**src/rtl/eeprom_emu_pkg.sv**
```systemverilog
package eeprom_emu_pkg;
  localparam int unsigned OPC_W = 8;
  localparam logic [OPC_W-1:0] OPC_READ = 8'h03;
  localparam logic [OPC_W-1:0] OPC_STAT = 8'h05;
  localparam int unsigned STAT_BITS = 8;
  localparam logic [15:0] CSUM_DEF = 16'hBABA;
endpackage

```
**src/rtl/eeprom_emu_image.sv**
```systemverilog
module eeprom_emu_image #(
  parameter int unsigned WORD_W = 16,
  parameter int unsigned WORDS  = 64,
  parameter int unsigned IDX_W  = 7,
  parameter int unsigned STA_W  = 48,
  parameter logic [STA_W-1:0]  STATION = '0,
  parameter logic [WORD_W-1:0] CSUM    = '0
) (
  input  logic [IDX_W-1:0]  idx_i,
  output logic [WORD_W-1:0] word_o
);
  localparam int unsigned NAW   = STA_W / WORD_W;
  localparam int unsigned SEL_W = (NAW > 1) ? $clog2(NAW) : 1;

  logic [WORD_W-1:0] sta_w [NAW];
  logic [WORD_W-1:0] sta_sum;
  logic [WORD_W-1:0] csum_w;

  for (genvar g = 0; g < NAW; g++) begin : g_sta
    assign sta_w[g] = STATION[STA_W-1-g*WORD_W -: WORD_W];
  end

  always_comb begin
    sta_sum = '0;
    for (int k = 0; k < NAW; k++) sta_sum = sta_sum + sta_w[k];
  end

  // last word balances the image sum to CSUM
  assign csum_w = CSUM - sta_sum;

  always_comb begin
    word_o = '0;
    if (32'(idx_i) < NAW)             word_o = sta_w[idx_i[SEL_W-1:0]];
    else if (32'(idx_i) == WORDS - 1) word_o = csum_w;
  end
endmodule

```
**src/rtl/eeprom_emu_shifter.sv**
```systemverilog
module eeprom_emu_shifter
  import eeprom_emu_pkg::*;
#(
  parameter int unsigned WORD_W = 16,
  parameter int unsigned WORDS  = 64,
  parameter int unsigned ADDR_W = 8
) (
  input  logic                clk_i,
  input  logic                rst_ni,
  input  logic                wr_en_i,
  input  logic                sck_i,
  input  logic                din_i,
  input  logic [WORD_W-1:0]   word_i,
  output logic [ADDR_W-2:0]   idx_o,
  output logic                dout_o,
  output logic                err_o
);
  localparam int unsigned OCNT_W = $clog2(OPC_W + 1);
  localparam int unsigned ACNT_W = $clog2(ADDR_W + 1);
  localparam int unsigned DCNT_W = $clog2(WORD_W);
  localparam logic [OCNT_W-1:0] OP_FULL  = OCNT_W'(OPC_W);
  localparam logic [OCNT_W-1:0] OP_LAST  = OCNT_W'(OPC_W - 1);
  localparam logic [ACNT_W-1:0] AD_FULL  = ACNT_W'(ADDR_W);
  localparam logic [DCNT_W-1:0] RD_LAST  = DCNT_W'(WORD_W - 1);
  localparam logic [DCNT_W-1:0] ST_LAST  = DCNT_W'(STAT_BITS - 1);

  logic              sck_q;
  logic [OPC_W-1:0]  op_q;
  logic [ADDR_W-1:0] addr_q;
  logic [OCNT_W-1:0] op_cnt;
  logic [ACNT_W-1:0] ad_cnt;
  logic [DCNT_W-1:0] dt_cnt;

  logic              sck_rise, op_done, is_rd, is_st, out_rng, rd_bit;
  logic [OPC_W-1:0]  op_nx;
  logic [WORD_W-1:0] word_sh;

  assign sck_rise = wr_en_i & sck_i & ~sck_q;
  assign op_done  = (op_cnt == OP_FULL);
  assign is_rd    = (op_q == OPC_READ);
  assign is_st    = (op_q == OPC_STAT);
  assign op_nx    = {op_q[OPC_W-2:0], din_i};
  assign idx_o    = addr_q[ADDR_W-1:1];
  assign out_rng  = 32'(idx_o) >= WORDS;
  assign word_sh  = word_i << dt_cnt;
  assign rd_bit   = word_sh[WORD_W-1];

  always_ff @(posedge clk_i or negedge rst_ni) begin
    if (!rst_ni) begin
      sck_q  <= 1'b0;
      op_q   <= '0;
      addr_q <= '0;
      op_cnt <= '0;
      ad_cnt <= '0;
      dt_cnt <= '0;
      dout_o <= 1'b0;
      err_o  <= 1'b0;
    end else begin
      if (wr_en_i) sck_q <= sck_i;
      if (sck_rise) begin
        if (!op_done) begin
          if (op_cnt == OP_LAST && op_nx != OPC_READ && op_nx != OPC_STAT) begin
            err_o  <= 1'b1;
            op_q   <= '0;
            op_cnt <= '0;
          end else begin
            op_q   <= op_nx;
            op_cnt <= op_cnt + 1'b1;
          end
        end else if (is_rd && ad_cnt != AD_FULL) begin
          addr_q <= {addr_q[ADDR_W-2:0], din_i};
          ad_cnt <= ad_cnt + 1'b1;
        end else begin
          if (is_rd) begin
            dout_o <= out_rng ? 1'b0 : rd_bit;
            if (out_rng) err_o <= 1'b1;
          end else begin
            dout_o <= 1'b0;
          end
          if ((is_rd && dt_cnt == RD_LAST) || (is_st && dt_cnt == ST_LAST)) begin
            op_q   <= '0;
            addr_q <= '0;
            op_cnt <= '0;
            ad_cnt <= '0;
            dt_cnt <= '0;
          end else begin
            dt_cnt <= dt_cnt + 1'b1;
          end
        end
      end
    end
  end


  no_edge_hold_chk: assert property (@(posedge clk_i) disable iff (!rst_ni)
    !sck_rise |=> ($stable(dout_o) && $stable(dt_cnt) && $stable(op_cnt) && $stable(ad_cnt)));

  err_sticky_chk: assert property (@(posedge clk_i) disable iff (!rst_ni)
    err_o |=> err_o);

  op_cnt_bound_chk: assert property (@(posedge clk_i) disable iff (!rst_ni)
    op_cnt <= OP_FULL);

  data_after_addr_chk: assert property (@(posedge clk_i) disable iff (!rst_ni)
    (is_rd && dt_cnt != '0) |-> (op_done && ad_cnt == AD_FULL));

  out_rng_zero_chk: assert property (@(posedge clk_i) disable iff (!rst_ni)
    (sck_rise && op_done && is_rd && ad_cnt == AD_FULL && out_rng) |=> (!dout_o && err_o));
endmodule

```
**src/rtl/eeprom_emu.sv**
```systemverilog
module eeprom_emu
  import eeprom_emu_pkg::*;
#(
  parameter int unsigned WORD_W = 16,
  parameter int unsigned WORDS  = 64,
  parameter int unsigned ADDR_W = 8,
  parameter int unsigned STA_W  = 48,
  parameter logic [STA_W-1:0]  STATION = 48'h021A_2B3C_4D5F,
  parameter logic [WORD_W-1:0] CSUM    = CSUM_DEF
) (
  input  logic clk_i,
  input  logic rst_ni,
  input  logic wr_en_i,
  input  logic sck_i,
  input  logic din_i,
  input  logic req_i,
  output logic dout_o,
  output logic gnt_o,
  output logic err_o
);
  localparam int unsigned IDX_W = ADDR_W - 1;

  logic [IDX_W-1:0]  idx;
  logic [WORD_W-1:0] word;

  eeprom_emu_shifter #(
    .WORD_W(WORD_W), .WORDS(WORDS), .ADDR_W(ADDR_W)
  ) u_shift (
    .clk_i(clk_i), .rst_ni(rst_ni), .wr_en_i(wr_en_i), .sck_i(sck_i),
    .din_i(din_i), .word_i(word), .idx_o(idx), .dout_o(dout_o), .err_o(err_o)
  );

  eeprom_emu_image #(
    .WORD_W(WORD_W), .WORDS(WORDS), .IDX_W(IDX_W), .STA_W(STA_W),
    .STATION(STATION), .CSUM(CSUM)
  ) u_img (
    .idx_i(idx), .word_o(word)
  );

  always_ff @(posedge clk_i or negedge rst_ni) begin
    if (!rst_ni)      gnt_o <= 1'b0;
    else if (wr_en_i) gnt_o <= req_i;
  end


  gnt_hold_chk: assert property (@(posedge clk_i) disable iff (!rst_ni)
    !wr_en_i |=> $stable(gnt_o));
endmodule

```
**config.mk**
```make
export PLATFORM = sky130hd
export DESIGN_NAME = eeprom_emu
export DESIGN_NICKNAME = d
export VERILOG_FILES = /design/src/rtl/eeprom_emu_pkg.sv /design/src/rtl/eeprom_emu_image.sv /design/src/rtl/eeprom_emu_shifter.sv /design/src/rtl/eeprom_emu.sv
export SDC_FILE = /design/constraint.sdc
export NUM_CORES = 1
export LEC_CHECK = 0
export BUFFER_PORTS_ARGS = -buffer_cell sky130_fd_sc_hd__clkbuf_2
export CORE_ASPECT_RATIO = 0.9
export CORE_MARGIN = 4
export CORE_UTILIZATION = 30
export CTS_CLUSTER_SIZE = 28
export DETAILED_ROUTE_END_ITERATION = 8
export SLEW_MARGIN = 20
export SYNTH_ARGS = -nofsm -noshare
export SYNTH_HDL_FRONTEND = slang
export SYNTH_SLANG_ARGS = --single-unit
export TNS_END_PERCENT = 20
```
**constraint.sdc**
```tcl
create_clock -name clk_i -period 4.3 [get_ports clk_i]
set_input_delay 0.43 -clock clk_i [delete_from_list [all_inputs] [get_ports clk_i]]
set_output_delay 0.43 -clock clk_i [all_outputs]
set_load 0.02 [all_outputs]
```
==> metrics.cfg, run 1 <==
[grt]
grt_util_all_layers=0.105
grt_max_degree=33
antenna_found_initial=0
grt_first_pass_wirelength_um=5850
grt_pass1_vias=1280
grt_overflow=0

[detailed_routing]
vias_per_cell=5.11
dr_total_vias=1268
dr.pass1.iters=4
wl_um=3280
final_antenna_net_count=0
drt_iter0_drc=56
drc=0
wire_per_inst_um=13.2

[cells_and_area]
area_growth_pct=9.56
fillers=598
drive_gt1_frac=0.140
antenna_cells=0
layout.nets=194

[power_and_ir_drop]
power.ir.vdd_worst_mv=0.339
powerDensity_nw_per_um2=492
p_leak_nw=0.832

[clock_network]
ctsResizeCount=0
root_buffer=clkbuf_8
postCtsHoldBufs=0
cts_made_buffers=5
cts_tree=yes
postCtsSetupBuffers=0
cts_max_path_buffers=2
clk_pin_slew_ns=0.06
htreeDepth=2
insertion_delay_ns=0.28
cts.sinks=32

[setup_path]
endpoint=u_shift.op_q[3]
crit_path_end_kind=flip-flop
path_max_fanout=12
rrSetupSlack_ns=2.01
cp.depth=6
crit_type=flip-flop to flip-flop
slowest_stage=nor2_1
cp.required_ns=4.47
max_stage_delay_ns=0.59
path_delay_family=simple AND/OR/NAND/NOR gates
crit_chain=inv_1, ha_1, and3b_1, nor2_1, a31oi_1, a32o_1
crit_arrival_ns=2.46
crit_start=u_shift.op_cnt[0]
r2r_cells=6
regToRegEndpoint=u_shift.op_q[3]
critPathBufInv=1
rr_startpoint=u_shift.op_cnt[0]
start_kind=flip-flop

[synthesis]
synth_top_cells_by_count=dfrtp_1, nand2_1, inv_1
synthArstFlopShare=1.00
seq_area_frac_synth=0.450
synthCells=170
synthMuxAreaShare=0.0190
synth_top_family_by_area=compound AO/OA/AOI/OAI gates
synthTopCellsByArea=dfrtp_1, ha_1, a22o_1, a32o_1, o21ai_1
yosysWarnings=0
synth-xor-area-share=0.00984
synth_top_area_frac=0.450
synth_edf_count=0
synth-adder-area-share=0.0703
yosysTopAreaCell=dfrtp_1
avgSynthCellArea_um2=10.5
ys_ff_latch=32
ys_types=48
yosysMostFrequentCell=dfrtp_1
yosys.area_share.simple=0.176
synth_ff_type=dfrtp_1
syn_area_um2=1780
synthesis.nets=186
synth_compound_area_frac=0.232

[timing]
worstMarginPinSlew_ns=0.866
max_slew_margin=0.420
hold_viol_final=0
setup_slack_ns=2.01
rsz0062_at_grt=no
clock.fmax_ghz=0.437
period_needed_ns=2.29
fin_crit_sh=0.532
tns_ns=0
skew_ns=0.00404
maxSlewViolCount=0
setup_viol=0

[hold_path]
hold_class=input pin to asynchronous set/reset pin

[placement]
io_buffer_count=8
finalWeightedCongestion=0.797
dp_hpwl_um=2350
dp_slack_ns=2.03

[floorplan]
ios=9
rows=26
die_h_um=81.1
die_area_um2=7230
core_area_um2=5730
initial_core_util=0.311
dieWidth_um=89.2

[flow_run]
max-cap-violations=0

[outcome]
status=finished clean

-- report_power, final --
part	internal, mW	leakage, nW	switching [mW]
clock	0.110	0.0410	0.103
combinational	0.135	0.367	0.151
sequential	0.371	0.424	0.0903
-- sequential cells by signal (all words and copies together), names as in the netlist --
register / flops
u_shift.err_o: 1
u_shift.sck_q: 1
u_shift.ad_cnt: 4
u_shift.op_cnt: 4
u_shift.addr_q: 8
u_shift.dout_o: 1
gnt_o: 1
u_shift.dt_cnt: 4
u_shift.op_q: 8
-- worst register-to-register path, cell delays in order (launching register included) --
cell and delay, ns:
dfrtp_1 0.42, inv_1 0.06, ha_1 0.23, and3b_1 0.22, nor2_1 0.59, a31oi_1 0.34
a32o_1 0.32
-- logic make-up (layout without fill, tap and decap cells) --
group / count (synthesis) / count (layout)
xor gates and xnor gates: 2 / 2
buffers and inverters: 18 / 26
DFF: 32 / 32
muxes: 3 / 3
AOI/OAI and AO/OA: 51 / 51
and+or+nand+nor: 54 / 54
adders and majority gates: 10 / 10
-- worst min-delay path by stage --
stage	start	to	slack (ns)	cells past startpoint
final	rst_ni	u_shift.ad_cnt[3]	0.22	1
after global routing	rst_ni	u_shift.ad_cnt[3]	0.28	1
after CTS	rst_ni	u_shift.ad_cnt[1]	0.25	1
after detailed placement	u_shift.err_o	u_shift.err_o	0.47	1
after global placement	u_shift.err_o	u_shift.err_o	0.47	1
after floorplan	rst_ni	gnt_o	0.13	0
-- stage by stage --
stage / util / instances / total power [mW] / area (µm²) / hold WS (ns)
floorplan: - / 170 / 0.688 / 1780 / 0.134
global placement: 0.327 / 241 / 0.747 / 1870 / 0.467
detailed placement: 0.327 / 241 / 0.754 / 1870 / 0.466
CTS: 0.341 / 248 / 0.973 / 1950 / 0.248
global route: 0.341 / 248 / 1.03 / 1950 / 0.284
finish: 0.341 / 248 / 0.960 / 1950 / 0.221
-- metal layers --
layer,vias to the layer above,share of wire,track usage
li1,649,-,-
met1,599,0.50,0.136
met2,15,0.45,0.161
met3,5,0.026,0.0304
met4,0,0.019,0.0461
met5,-,0,0
-- area by class of cell --
class | instances | area, µm² | area share
repair buffers | 8 | 40.0 | 0.0205
flip-flops and latches | 32 | 801 | 0.411
multi-input cells | 120 | 903 | 0.463
clock buffers | 6 | 72.6 | 0.0372
clock inverters | 1 | 5.00 | 0.00257
well taps | 70 | 87.6 | 0.0449
inverters | 11 | 41.3 | 0.0212
-- placed cells by master (no fill, tap or decap), types with 2 or more instances in the layout --
master,instances
a211oi_1,2
a21oi_1,6
a22o_1,10
a31oi_1,3
a32o_1,8
clkbuf_2,8
clkbuf_8,5
dfrtp_1,32
ha_1,10
inv_1,11
mux2_2,2
nand2_1,13
nand2b_1,3
nand3_1,4
nand3b_1,5
nand4_1,2
nor2_1,5
nor2b_1,5
nor3_1,3
o21ai_0,2
o21ai_1,10
o31ai_1,2
Power figures use the tool's default switching activity.
==> inputs of run 2 (changes only) <==
- clock period: 4.3 -> 2.1 ns (I/O delays scaled with it)
==> run 2 against run 1 <==
Compared with the run above:
- the flow now finishes with violations (DRC)
- sequential cell count did not move
- clock skew fell by 0.00052 ns
- highest routed layer unchanged
- hold slack got worse by 0.22 ns
- critical path depth fell by 1
- critical endpoint is now u_shift.op_q[5]
- via count rose by 5.8%
- clock-buffer cell count fell by 1
- maximum frequency rose by 14%
- routed wire length rose by 1.1%
- non-clock buffer count rose by 12
- sequential power rose by 92%
- critical path type unchanged
==> metrics.cfg, run 2 (same netlist as run 1, synthesis figures left out) <==
[cells_and_area]
layout.nets=206
area_growth_pct=17.2
final_common_cell=dfrtp_1
fillers=593
layout_common_cells=dfrtp_1, nand2_1, buf_4
utilization=0.365
final_cells=261
antenna_cells=0
largestRegisters=u_shift.addr_q x8, u_shift.op_q x8
drive_gt1_frac=0.209

[timing]
clock.fmax_ghz=0.498
skew_ns=0.00352
setup_viol=0
rsz0062_at_grt=no
hold_viol_final=0
max_slew_margin=0.475
worstMarginPinSlew_ns=0.787
fin_crit_sh=0.957
maxSlewViolCount=0
period_needed_ns=2.01

[clock_network]
postCtsHoldBufs=0
cts_tree=yes
cts_made_buffers=5
clk_pin_slew_ns=0.07
cts_max_path_buffers=2
postCtsSetupBuffers=0
root_buffer=clkbuf_8
cts.sinks=32
htreeDepth=2
insertion_delay_ns=0.28

[power_and_ir_drop]
power.ir.vdd_worst_mv=0.586
combPwrFrac=0.326
p_int_mw=1.43
p_leak_nw=0.911
sw_frac_of_total=0.344
p_clk_frac=0.268
powerDensity_nw_per_um2=1040
seqPwrFrac=0.406
p_sw_mw=0.748

[floorplan]
core_area_um2=5730
ios=9
die_area_um2=7230
dieWidth_um=89.2
die_h_um=81.1
initial_core_util=0.311
rows=26

[placement]
dp.cells=253
finalWeightedCongestion=0.729
io_buffer_count=8
dp_hpwl_um=2490

[outcome]
violations=DRC
status=finished with violations

[grt]
grt_overflow=0
grt_first_pass_wirelength_um=6130
grt_max_degree=33
antenna_found_initial=0
grt_pass1_vias=1327
grt_util_all_layers=0.108

[setup_path]
path_delay_family=compound AO/OA/AOI/OAI gates
path_max_fanout=11
crit_type=flip-flop to flip-flop
crit_chain=or4_4, a2111oi_4, a31oi_1, buf_4, a32o_1
crit_path_end_kind=flip-flop
critPathBufInv=1
cp.required_ns=2.27
crit_arrival_ns=2.18
slowest_stage=or4_4
start_kind=flip-flop
max_stage_delay_ns=0.60

[detailed_routing]
drt_iter0_drc=67
drc=3
vias_per_cell=5.14
wl_um=3320
final_antenna_net_count=0
dr.pass1.iters=6
dr_total_vias=1341
wire_per_inst_um=12.7

[hold_path]
hold_class=input pin to asynchronous set/reset pin

[flow_run]
max-cap-violations=0

-- run 2: cell count changes in the layout (fill, tap and decap cells not counted) --
cell	before	now
bufinv_16	0	1
o21ai_2	0	1
nor4_2	1	0
o21ai_1	10	9
clkbuf_1	1	0
nor4_4	0	1
buf_4	0	12
clkinvlp_4	0	1
-- run 2: what timing repair did --
item | CTS | global route
cloned | 0 | 0
resized for setup | 1 | 1
endpoints found under the setup margin | 12 | 9
pin swaps | 0 | 0
hold endpoints to repair | 0 | 0
-- run 2: layer usage --
metal	up-vias	routed length, µm	global-route usage
met5	-	0	0
met4	0	55	0.0461
met2	19	1420	0.149
met1	645	1730	0.159
li1	671	-	-
met3	6	110	0.0284
-- run 2: final timing paths --
check | from | end | slack [ns] | depth (start not counted)
max | u_shift.op_q[4] | u_shift.op_q[5] | 0.09 | 5
min reg2reg | u_shift.ad_cnt[3] | u_shift.ad_cnt[3] | 0.48 | 1
min | rst_ni | u_shift.ad_cnt[0] | 0.001 | 1
min in group clk_i | req_i | gnt_o | 0.17 | 2
max in group asynchronous | rst_ni | u_shift.dt_cnt[1] | 1.60 | 1
max reg2reg | u_shift.op_q[4] | u_shift.op_q[5] | 0.09 | 5
-- run 2: through the flow --
stage / area [µm²] / hold WS, ns / power [mW] / worst slack (ns) / setup TNS [ns]
finish: 2090 / 0.00103 / 2.18 / 0.0903 / 0
global route: 2090 / 0.0769 / 2.35 / 0.0286 / 0
CTS: 2080 / 0.0318 / 2.19 / 0.0421 / 0
detailed placement: 1960 / 0.335 / 1.60 / -0.0490 / -0.104
global placement: 1960 / 0.334 / 1.59 / -0.000578 / -0.000578
floorplan: 1780 / -0.0856 / 1.41 / 0.178 / 0
-- run 2: layout make-up --
type                            instances  area, µm²  area share
Timing Repair Buffer                   20        130      0.0624
Sequential cell                        32        801       0.384
Tap cell                               70       87.6      0.0420
Clock buffer                            5       68.8      0.0330
Inverter                               11       41.3      0.0198
Clock inverter                          3       42.5      0.0204
Multi-Input combinational cell        120        916       0.439
-- run 2: power by group through the flow --
stage                     combinational, mW  clock [mW]  sequential (mW)
after floorplan                       0.518           0            0.890
after global placement                0.694           0            0.893
after detailed placement              0.701           0            0.894
after CTS                             0.706       0.595            0.885
after global routing                  0.805       0.630            0.910
final                                 0.709       0.583            0.884
==> inputs of run 3 (changes only) <==
- ABC_CLOCK_PERIOD_IN_PS: not set -> 2100
- CORE_MARGIN: 4 -> not set
==> run 3 against run 2 <==
Compared with the run above:
- the run now ends clean
- global-route usage rose by 0.99 points
- sequential power about the same
- combinational power grew 4.7%
- clock-buffer cell count grew 1
- routed wire length is 4.3% higher
- register-to-register slack barely moved
- final cell count rose by 0.38%
- clock skew up 0.0026 ns
- total power up 1.0%
- final area about the same
- first-iteration DRC count is 24% lower
- sequential share of layout area barely moved
- critical path type unchanged
- largest power group unchanged
==> metrics.cfg, run 3 (same netlist as run 1, synthesis figures left out) <==
[clock_network]
cts.sinks=32
htreeDepth=2
cts_tree=yes
cts_made_buffers=5
cts_max_path_buffers=2
clk_pin_slew_ns=0.07
insertion_delay_ns=0.28
root_buffer=clkbuf_8
postCtsSetupBuffers=0

[cells_and_area]
antenna_cells=0
layout_common_cells=dfrtp_1, nand2_1, buf_4
area_growth_pct=17.3
final_cells=262
drive_gt1_frac=0.208
final_common_cell=dfrtp_1
utilization=0.367
layout.nets=207
largestRegisters=u_shift.addr_q x8, u_shift.op_q x8
design_area_um2=2090
seqCellArea_um2=801
multi_input_area_um2=913
fillers=573

[power_and_ir_drop]
power.ir.vdd_worst_mv=0.434
p_leak_nw=0.917
powerDensity_nw_per_um2=1050

[floorplan]
rows=26
die_h_um=75.1
ios=9
die_area_um2=6250
dieWidth_um=83.2
initial_core_util=0.313
core_area_um2=5690

[placement]
dp.cells=254
placed_cell_area_um2=1970
dp_slack_ns=0.0847
finalWeightedCongestion=0.764
io_buffer_count=8
dp_hpwl_um=2530

[grt]
antenna_found_initial=0
grt_overflow=0
grt_pass1_vias=1293
grt_first_pass_wirelength_um=5890
grt_max_degree=33
grt_util_all_layers=0.118

[setup_path]
cp.depth=5
rrSetupSlack_ns=0.1
path_max_fanout=11
r2r_cells=5
path_delay_family=compound AO/OA/AOI/OAI gates
regToRegEndpoint=u_shift.op_q[4]
crit_chain=or4_4, a2111oi_4, a31oi_1, buf_4, a32o_1
crit_type=flip-flop to flip-flop
crit_path_end_kind=flip-flop
cp.required_ns=2.27
rr_startpoint=u_shift.op_q[4]
crit_arrival_ns=2.17
start_kind=flip-flop
max_stage_delay_ns=0.60
slowest_stage=or4_4
critPathBufInv=1

[flow_run]
max-cap-violations=0

[timing]
tns_ns=0
setup_viol=0
setup_slack_ns=0.0990
fin_crit_sh=0.953
period_needed_ns=2.00
hold_viol_final=0
rsz0062_at_grt=no
max_slew_margin=0.473
maxSlewViolCount=0
skew_ns=0.00610
worstMarginPinSlew_ns=0.791
clock.fmax_ghz=0.500

[detailed_routing]
dr.pass1.iters=4
drt_iter0_drc=51
drc=0
wl_um=3460
dr_total_vias=1370
final_antenna_net_count=0
wire_per_inst_um=13.2
vias_per_cell=5.23

[outcome]
status=finished clean

[hold_path]
hold_class=input pin to asynchronous set/reset pin

run 3: worst register-to-register path, delay by kind of cell (launching register included):
| kind | cells | cell delay [ns] |
|---|---|---|
| buffers and inverters | 1 | 0.19 |
| flip-flops | 1 | 0.40 |
| AND/OR/NAND/NOR | 1 | 0.60 |
| AO/OA/AOI/OAI | 3 | 0.70 |
run 3: worst max path at each step:
| stage | from | end | slack [ns] |
|---|---|---|---|
| global placement | u_shift.op_q[4] | u_shift.addr_q[4] | 0.09 |
| floorplan | u_shift.op_q[4] | u_shift.op_q[1] | 0.18 |
| global route | u_shift.op_q[4] | u_shift.op_q[3] | 0.02 |
| CTS | u_shift.op_q[4] | u_shift.addr_q[1] | 0.06 |
| finish | u_shift.op_q[4] | u_shift.op_q[4] | 0.1 |
| detailed placement | u_shift.op_q[4] | u_shift.ad_cnt[0] | 0.08 |
run 3: layout make-up:
class	count	area share
Timing Repair Buffer	21	0.0659
Inverter	11	0.0198
Clock inverter	2	0.0168
Sequential cell	32	0.383
Multi-Input combinational cell	120	0.437
Tap cell	70	0.0419
Clock buffer	6	0.0348
run 3: timing repair:
action / in CTS / in global routing
resized for setup: 0 / 2
hold buffers: 0 / 0
endpoints found under the setup margin: 0 / 12
run 3: through the flow:
stage / power (mW) / hold WS, ns
3_5_place_dp: 1.62 / 0.339
5_1_grt: 2.33 / 0.0753
4_1_cts: 2.20 / 0.0287
2_1_floorplan: 1.41 / -0.0856
3_3_place_gp: 1.60 / 0.333
6_report: 2.20 / 0.000447
run 3: report_power, final:
| group | switching [mW] | total (mW) | internal, mW | leakage, nW |
|---|---|---|---|---|
| clock | 0.222 | 0.574 | 0.352 | 0.0552 |
| combinational | 0.410 | 0.742 | 0.332 | 0.438 |
| sequential | 0.123 | 0.883 | 0.759 | 0.424 |
run 3: routing by layer:
layer,global-route usage,wire [µm],vias up
li1,-,-,677
met1,0.162,1870,664
met2,0.182,1460,25
met3,0.0263,107,4
met4,0.0517,31,0
met5,0,0,-
